$ cat config.mk
export PLATFORM = sky130hd
export DESIGN_NAME = eth_tx_formatter
export DESIGN_NICKNAME = d
export VERILOG_FILES = /design/src/rtl/eth_txf_pkg.sv /design/src/rtl/eth_txf_crc.sv /design/src/rtl/eth_txf_ctl.sv /design/src/rtl/eth_txf_seq.sv /design/src/rtl/eth_tx_formatter.sv
export SDC_FILE = /design/constraint.sdc
export NUM_CORES = 1
export LEC_CHECK = 0
export BUFFER_PORTS_ARGS = -buffer_cell sky130_fd_sc_hd__buf_2
export CAP_MARGIN = 20
export CORE_ASPECT_RATIO = 0.7
export CORE_MARGIN = 1.5
export CORE_UTILIZATION = 55
export CTS_CLUSTER_SIZE = 14
export DETAILED_ROUTE_END_ITERATION = 8
export GPL_ROUTABILITY_DRIVEN = 1
export PLACE_DENSITY = 0.76
export SLEW_MARGIN = 25
export SYNTH_ARGS = -nofsm -noshare
export SYNTH_HDL_FRONTEND = slang
export SYNTH_SLANG_ARGS = --single-unit
export TNS_END_PERCENT = 5
$ cat constraint.sdc
create_clock -name clk -period 4.15 [get_ports clk]
set_input_delay 0.83 -clock clk [delete_from_list [all_inputs] [get_ports clk]]
set_output_delay 0.83 -clock clk [all_outputs]
set_load 0.1 [all_outputs]
$ cat src/rtl/eth_txf_pkg.sv
package eth_txf_pkg;
    localparam int PRE_BYTES = 8;
    localparam int FCS_BYTES = 4;
    localparam logic [7:0] PRE_BYTE = 8'h55;
    localparam logic [7:0] SFD_BYTE = 8'hD5;

    typedef enum logic [2:0] {
        S_IDLE, S_PRE, S_DATA, S_PAD, S_FCS, S_GAP
    } seq_e;

    typedef struct packed {
        logic [3:0] nib;
        logic       en;
        logic       done;
    } txo_t;

    function automatic logic [31:0] crc_step(input logic [31:0] crc, input logic [7:0] b);
        logic [31:0] c;
        c = crc ^ {24'd0, b};
        for (int k = 0; k < 8; k++) begin
            c = c[0] ? ((c >> 1) ^ 32'hEDB88320) : (c >> 1);
        end
        return c;
    endfunction
endpackage

$ cat src/rtl/eth_txf_crc.sv
module eth_txf_crc (
    input  logic        clk,
    input  logic        rst,
    input  logic        clr,
    input  logic        upd,
    input  logic [7:0]  din,
    output logic [31:0] crc
);
    import eth_txf_pkg::*;

    always_ff @(posedge clk) begin
        if (rst || clr) crc <= 32'hFFFFFFFF;
        else if (upd)   crc <= crc_step(crc, din);
    end
endmodule

$ cat src/rtl/eth_txf_ctl.sv
module eth_txf_ctl (
    input  logic clk,
    input  logic rst,
    input  logic cfg_wr,
    input  logic cfg_en,
    input  logic sqe_err,
    input  logic stop_on_sqe,
    output logic en_q,
    output logic err_q
);
    always_ff @(posedge clk) begin
        if (rst) begin
            en_q  <= 1'b0;
            err_q <= 1'b0;
        end else if (sqe_err && stop_on_sqe) begin
            en_q  <= 1'b0;
            err_q <= 1'b1;
        end else if (cfg_wr) begin
            en_q <= cfg_en;
            if (cfg_en) err_q <= 1'b0;
        end
    end

    assert_err_clears_en_R8: assert property (@(posedge clk) disable iff (rst)
        $rose(err_q) |-> !en_q);
    assert_sqe_ignored_R9: assert property (@(posedge clk) disable iff (rst)
        (sqe_err && !stop_on_sqe && !cfg_wr) |=> ($stable(en_q) && $stable(err_q)));
endmodule

$ cat src/rtl/eth_txf_seq.sv
module eth_txf_seq #(
    parameter int LEN_W     = 11,
    parameter int MIN_FRAME = 64,
    parameter int IFG_NIBS  = 24
) (
    input  logic             clk,
    input  logic             rst,
    input  logic             tx_on,
    input  logic             pad_en,
    input  logic             crc_off,
    input  logic             buf_valid,
    input  logic [7:0]       buf_data,
    input  logic [LEN_W-1:0] buf_len,
    input  logic             buf_last,
    output logic             buf_ready,
    input  logic [31:0]      crc_val,
    output logic             crc_clr,
    output logic             crc_upd,
    output logic [7:0]       crc_byte,
    output eth_txf_pkg::txo_t txo
);
    import eth_txf_pkg::*;

    localparam logic [LEN_W-1:0] TGT_FCS  = LEN_W'(MIN_FRAME - FCS_BYTES);
    localparam logic [LEN_W-1:0] TGT_RAW  = LEN_W'(MIN_FRAME);
    localparam logic [LEN_W-1:0] PRE_LAST = LEN_W'(PRE_BYTES - 1);
    localparam logic [LEN_W-1:0] FCS_LAST = LEN_W'(FCS_BYTES - 1);
    localparam logic [LEN_W-1:0] GAP_LAST = LEN_W'(IFG_NIBS - 1);

    seq_e             state;
    logic             phase;
    logic [LEN_W-1:0] cnt, len_q, target;
    logic             pad_q, nocrc_q;
    logic [7:0]       cur_byte;
    logic [31:0]      fcs_sh;
    logic             active, byte_end, go_gap;
    txo_t             txo_q;

    assign target   = nocrc_q ? TGT_RAW : TGT_FCS;
    assign active   = (state == S_PRE) || (state == S_DATA) || (state == S_PAD) || (state == S_FCS);
    assign byte_end = active && phase;
    assign fcs_sh   = ~crc_val >> {cnt[1:0], 3'b000};

    always_comb begin
        case (state)
            S_PRE:   cur_byte = (cnt == PRE_LAST) ? SFD_BYTE : PRE_BYTE;
            S_DATA:  cur_byte = buf_data;
            S_FCS:   cur_byte = fcs_sh[7:0];
            default: cur_byte = 8'h00;
        endcase
    end

    always_comb begin
        go_gap = 1'b0;
        if (byte_end) begin
            case (state)
                S_DATA: go_gap = (cnt == len_q - 1'b1) && nocrc_q && !(pad_q && len_q < target);
                S_PAD:  go_gap = (cnt == target - 1'b1) && nocrc_q;
                S_FCS:  go_gap = (cnt == FCS_LAST);
                default: go_gap = 1'b0;
            endcase
        end
    end

    assign buf_ready = (state == S_DATA) && phase;
    assign crc_clr   = (state == S_IDLE);
    assign crc_upd   = byte_end && ((state == S_DATA) || (state == S_PAD));
    assign crc_byte  = cur_byte;

    always_ff @(posedge clk) begin
        if (rst) begin
            state   <= S_IDLE;
            phase   <= 1'b0;
            cnt     <= '0;
            len_q   <= '0;
            pad_q   <= 1'b0;
            nocrc_q <= 1'b0;
            txo_q   <= '0;
        end else begin
            txo_q.nib  <= active ? (phase ? cur_byte[7:4] : cur_byte[3:0]) : 4'h0;
            txo_q.en   <= active;
            txo_q.done <= go_gap;
            phase      <= active ? ~phase : 1'b0;
            case (state)
                S_IDLE: if (tx_on && buf_valid) begin
                    state   <= S_PRE;
                    cnt     <= '0;
                    len_q   <= buf_len;
                    pad_q   <= pad_en;
                    nocrc_q <= crc_off;
                end
                S_PRE: if (byte_end) begin
                    cnt <= (cnt == PRE_LAST) ? '0 : cnt + 1'b1;
                    if (cnt == PRE_LAST) state <= S_DATA;
                end
                S_DATA: if (byte_end) begin
                    if (cnt == len_q - 1'b1) begin
                        if (pad_q && len_q < target) begin
                            state <= S_PAD;
                            cnt   <= cnt + 1'b1;
                        end else begin
                            state <= nocrc_q ? S_GAP : S_FCS;
                            cnt   <= '0;
                        end
                    end else begin
                        cnt <= cnt + 1'b1;
                    end
                end
                S_PAD: if (byte_end) begin
                    if (cnt == target - 1'b1) begin
                        state <= nocrc_q ? S_GAP : S_FCS;
                        cnt   <= '0;
                    end else begin
                        cnt <= cnt + 1'b1;
                    end
                end
                S_FCS: if (byte_end) begin
                    cnt <= (cnt == FCS_LAST) ? '0 : cnt + 1'b1;
                    if (cnt == FCS_LAST) state <= S_GAP;
                end
                S_GAP: begin
                    cnt <= cnt + 1'b1;
                    if (cnt == GAP_LAST) begin
                        state <= S_IDLE;
                        cnt   <= '0;
                    end
                end
                default: state <= S_IDLE;
            endcase
        end
    end

    assign txo = txo_q;

    assert_ready_has_data_R3: assert property (@(posedge clk) disable iff (rst)
        buf_ready |-> buf_valid);
    assert_last_at_count_R3: assert property (@(posedge clk) disable iff (rst)
        (buf_ready && buf_last) |-> (cnt == len_q - 1'b1));
    assert_first_nibble_R2: assert property (@(posedge clk) disable iff (rst)
        $rose(txo_q.en) |-> (txo_q.nib == 4'h5));
    assert_done_ends_frame_R11: assert property (@(posedge clk) disable iff (rst)
        txo_q.done |=> !txo_q.en);
    assert_done_single_R11: assert property (@(posedge clk) disable iff (rst)
        txo_q.done |=> !txo_q.done);
endmodule

$ cat src/rtl/eth_tx_formatter.sv
module eth_tx_formatter #(
    parameter int LEN_W     = 11,
    parameter int MIN_FRAME = 64,
    parameter int IFG_NIBS  = 24
) (
    input  logic             clk,
    input  logic             rst,
    input  logic             cfg_wr,
    input  logic             cfg_en,
    input  logic             pad_en,
    input  logic             crc_off,
    input  logic             stop_on_sqe,
    input  logic             loopback,
    input  logic             sqe_err,
    input  logic             buf_valid,
    input  logic [7:0]       buf_data,
    input  logic [LEN_W-1:0] buf_len,
    input  logic             buf_last,
    output logic             buf_ready,
    output logic [3:0]       mii_txd,
    output logic             mii_txen,
    output logic [3:0]       loop_txd,
    output logic             loop_txen,
    output logic             frame_done,
    output logic             tx_on,
    output logic             tx_err
);
    import eth_txf_pkg::*;

    logic        en_q, err_q;
    logic [31:0] crc_val;
    logic        crc_clr, crc_upd;
    logic [7:0]  crc_byte;
    txo_t        txo;

    eth_txf_ctl u_ctl (
        .clk(clk), .rst(rst), .cfg_wr(cfg_wr), .cfg_en(cfg_en),
        .sqe_err(sqe_err), .stop_on_sqe(stop_on_sqe),
        .en_q(en_q), .err_q(err_q)
    );

    eth_txf_crc u_crc (
        .clk(clk), .rst(rst), .clr(crc_clr), .upd(crc_upd),
        .din(crc_byte), .crc(crc_val)
    );

    eth_txf_seq #(.LEN_W(LEN_W), .MIN_FRAME(MIN_FRAME), .IFG_NIBS(IFG_NIBS)) u_seq (
        .clk(clk), .rst(rst), .tx_on(en_q), .pad_en(pad_en), .crc_off(crc_off),
        .buf_valid(buf_valid), .buf_data(buf_data), .buf_len(buf_len),
        .buf_last(buf_last), .buf_ready(buf_ready), .crc_val(crc_val),
        .crc_clr(crc_clr), .crc_upd(crc_upd), .crc_byte(crc_byte), .txo(txo)
    );

    assign mii_txd    = loopback ? 4'h0 : txo.nib;
    assign mii_txen   = loopback ? 1'b0 : txo.en;
    assign loop_txd   = loopback ? txo.nib : 4'h0;
    assign loop_txen  = loopback ? txo.en : 1'b0;
    assign frame_done = txo.done;
    assign tx_on      = en_q;
    assign tx_err     = err_q;

    assert_no_start_when_off_R7: assert property (@(posedge clk) disable iff (rst)
        (!en_q && !txo.en) |=> !txo.en);
endmodule

==> summary.txt <==
Detailed routing
  • Remaining antenna violation count: 0
  • Initial detailed-routing violation count: 382
  • Remaining DRCs: 0
  • Routed vias: 3882
  • WL final: 11050 um
  • DR WL/cell: 16.89 um
  • Vias/cell: 5.936
  • TritonRoute pass-1 iters: 7

Global route
  • First-pass GRT wire length: 18350 um
  • Vias in the first global route: 3550
  • Global route overflow: 0
  • Largest net degree at the start of global routing: 30
  • All-Layer GR Usage: 0.2614
  • Antenna violations before repair: 0

CTS
  • Post-CTS Setup Repair Bufs: 0
  • CTS tree: yes
  • CTS clk-pin slew, worst paths: 0.06 ns
  • Cells resized by post-CTS repair: 0
  • H-tree Lvls: 3
  • Clk_lat worst skew: 0.33 ns
  • Clock sinks: 68
  • CTS buffer count: 9
  • Clk Tree Root Cell: clkbuf_16
  • Post-cts hold buffer count: 0
  • Max Buffers Root-to-Sink: 2

Synthesis
  • Warnings from Yosys: 0
  • Syn_nets: 555
  • Mapped Cells: 517
  • Async S/R FF share, synth: 0
  • Synth area leader: dfxtp_1
  • Yosys top cell area share: 0.2965
  • Number of synthesized flops with an enable pin: 0
  • Average cell area after synthesis: 8.879 um2
  • Seq/Total Area, Yosys: 0.2965
  • Synth area leaders: dfxtp_1 (30%), xnor2_1 (9.7%), nand2_1 (4.6%)
  • Dominant synthesized flop cell: dfxtp_1
  • Flops & latches, synth: 68
  • Post-Syn Area: 4591 um2
  • Synth cell types: 71
  • Post-synth top cells: dfxtp_1 (68), nand2_1 (56), xnor2_1 (51)
  • Count leader, synth: dfxtp_1

Critical path
  • Worst R2R Start: u_seq.cnt[0]
  • R2R Setup Slk: 0.65 ns
  • Critical path required time: 4.38 ns
  • Startpoint Class: flop
  • CP Data Arrival Time: 3.73 ns
  • Critical Path Sink Type: flop
  • Worst Setup Path Type: reg2reg
  • R2r endpoint: u_crc.crc[19]
  • R2r worst-path depth: 9
  • Worst Path Max Fanout: 11

Placed design
  • Cells after DPL: 638
  • DP Wirelength: 8191 um
  • RD Place Congestion: 0.9158
  • Port Buffers: 42
  • Dpl cell area: 4856 um2

Timing
  • RSZ-0062 raised after global routing: no
  • Fin. max-slew vios: 0
  • Max Freq: 285.5 MHz
  • Final worst path period need: 3.502 ns
  • Worst-Margin Slew: 0.6341 ns
  • Sum Neg Setup Slack: 0 ns
  • Slew Limit Headroom: 0.5742
  • Layout Skew: 0.007351 ns
  • Final hold violations: 0
  • Final setup viols: 0
  • Fin crit share: 0.8439

Outcome
  • Status: finished clean

Power
  • Reg power frac: 0.404
  • Clock power frac: 0.505
  • Internal power: 1.251 mW
  • Sw power: 0.3953 mW
  • Leak pwr: 2.069 nW
  • Switching Share: 0.2401
  • Worst VDD drop: 171.8 uV
  • Pwr Total: 1.647 mW
  • Power density over the cells: 317.7 nW/um2
  • Logic pwr share: 0.091

Min path
  • Hold endpoint: u_seq.pad_q
  • Worst hold start: u_seq.pad_q
  • Hold Path Class: reg2reg
  • WHS Path Cells: 2

Finish
  • # nets final: 586
  • Area grow syn2layout: 12.89%
  • Filler instances: 652
  • Design Area, Final: 5182 um2
  • Ant diodes: 0
  • Post-route insts no fill: 654
  • Layout cells sized above 1: 0.1844

Floorplan
  • Die ar.: 8912 um2
  • Die height: 79.44 um
  • Core area: 7973 um2
  • # rows: 27
  • Die W: 112.2 um
  • Initial Util: 0.5758
  • IO Count: 44

Job
  • Max_cap viols: 0
-- stage by stage --
stage	util	setup slack (ns)	hold WS [ns]
3_5_place_dp	0.6091	0.6734	0.4605
4_1_cts	0.6500	0.6539	0.4710
2_1_floorplan	-	1.083	0.4316
5_1_grt	0.6500	0.3929	0.5292
6_report	0.6500	0.6479	0.4760
3_3_place_gp	0.6091	0.7538	0.4589
-- state kept, by name, indices dropped and copies added, names as in the netlist --
signal,cells
u_ctl.err_q,1
u_ctl.en_q,1
u_seq.pad_q,1
u_seq.cnt,11
u_seq.nocrc_q,1
u_seq.phase,1
u_crc.crc,32
u_seq.len_q,11
u_seq.state,3
u_seq.txo,6
-- layout make-up --
cell class                 instances  area (um2)  share of cell area
inverter                          14       52.55             0.01014
timing repair buffer              51       277.8             0.05360
clock inverter                     7       101.3             0.01956
sequential                        68        1361              0.2627
multi-input combinational        404        3038              0.5862
clock buffer                       9       225.2             0.04346
tap                              101       126.4             0.02438
-- per-layer routing --
layer	share of wire	up-vias	track usage
li1	-	1892	-
met1	0.49	1821	0.3970
met2	0.41	150	0.3669
met3	0.080	19	0.05087
met4	0.017	0	0.08861
met5	0	-	0
-- power by group through the flow --
stage               Combinational (mW)  Sequential (mW)  Clock [mW]
detailed placement               0.148            0.679           0
global route                     0.163            0.666       0.868
global placement                 0.145            0.679           0
floorplan                        0.106            0.684           0
finish                           0.150            0.665       0.831
CTS                              0.149            0.665       0.841
-- cells by family (layout without fill, tap and decap cells) --
logic type,count (synthesis),in the layout,synth area share
AND/OR/NAND/NOR,180,180,0.2001
AO/OA/AOI/OAI,115,115,0.1802
XOR/XNOR,89,89,0.2161
flip-flops,68,68,0.2965
buffers and inverters,45,81,0.04279
multiplexers,12,12,0.04252
adder cells (fa/ha/maj),8,8,0.02181
-- layout by cell type (no fill, tap or decap), types with 6 or more instances in the layout --
cell	Yosys	layout
inv_1	14	14
mux4_2	6	6
ha_1	8	8
nand4_1	8	8
dfxtp_1	68	68
xnor2_1	51	51
nand3_1	12	11
o21ai_1	10	10
o21ai_0	7	7
nor2b_1	10	10
o21a_1	6	6
nor2_1	36	36
nor3_1	14	14
buf_4	2	9
o211ai_1	24	24
mux2i_1	6	6
xor2_1	24	24
a21oi_1	34	34
nand2_1	56	56
buf_2	4	42
clkbuf_16	0	9
and2_1	7	7
-- worst max-delay path by stage --
stage               slack [ns]             to           start  cells after the start
global route              0.39  u_crc.crc[19]    u_seq.cnt[0]                      9
floorplan                 1.08      buf_ready  u_seq.state[1]                      3
detailed placement        0.67  u_crc.crc[19]    u_seq.cnt[0]                      9
CTS                       0.65  u_crc.crc[19]    u_seq.cnt[0]                      9
global placement          0.75  u_crc.crc[19]    u_seq.cnt[0]                      9
finish                    0.65  u_crc.crc[19]    u_seq.cnt[0]                      9
-- critical path, stage by stage (launching register included) --
cell,delay (ns)
dfxtp_1,0.66
ha_1,0.35
nor4b_1,0.43
nand4_1,0.25
o21ai_2,0.28
xor2_2,0.42
xnor2_4,0.24
xnor2_2,0.17
xnor3_1,0.42
a21o_1,0.18
(Power assumes the default switching activity.)
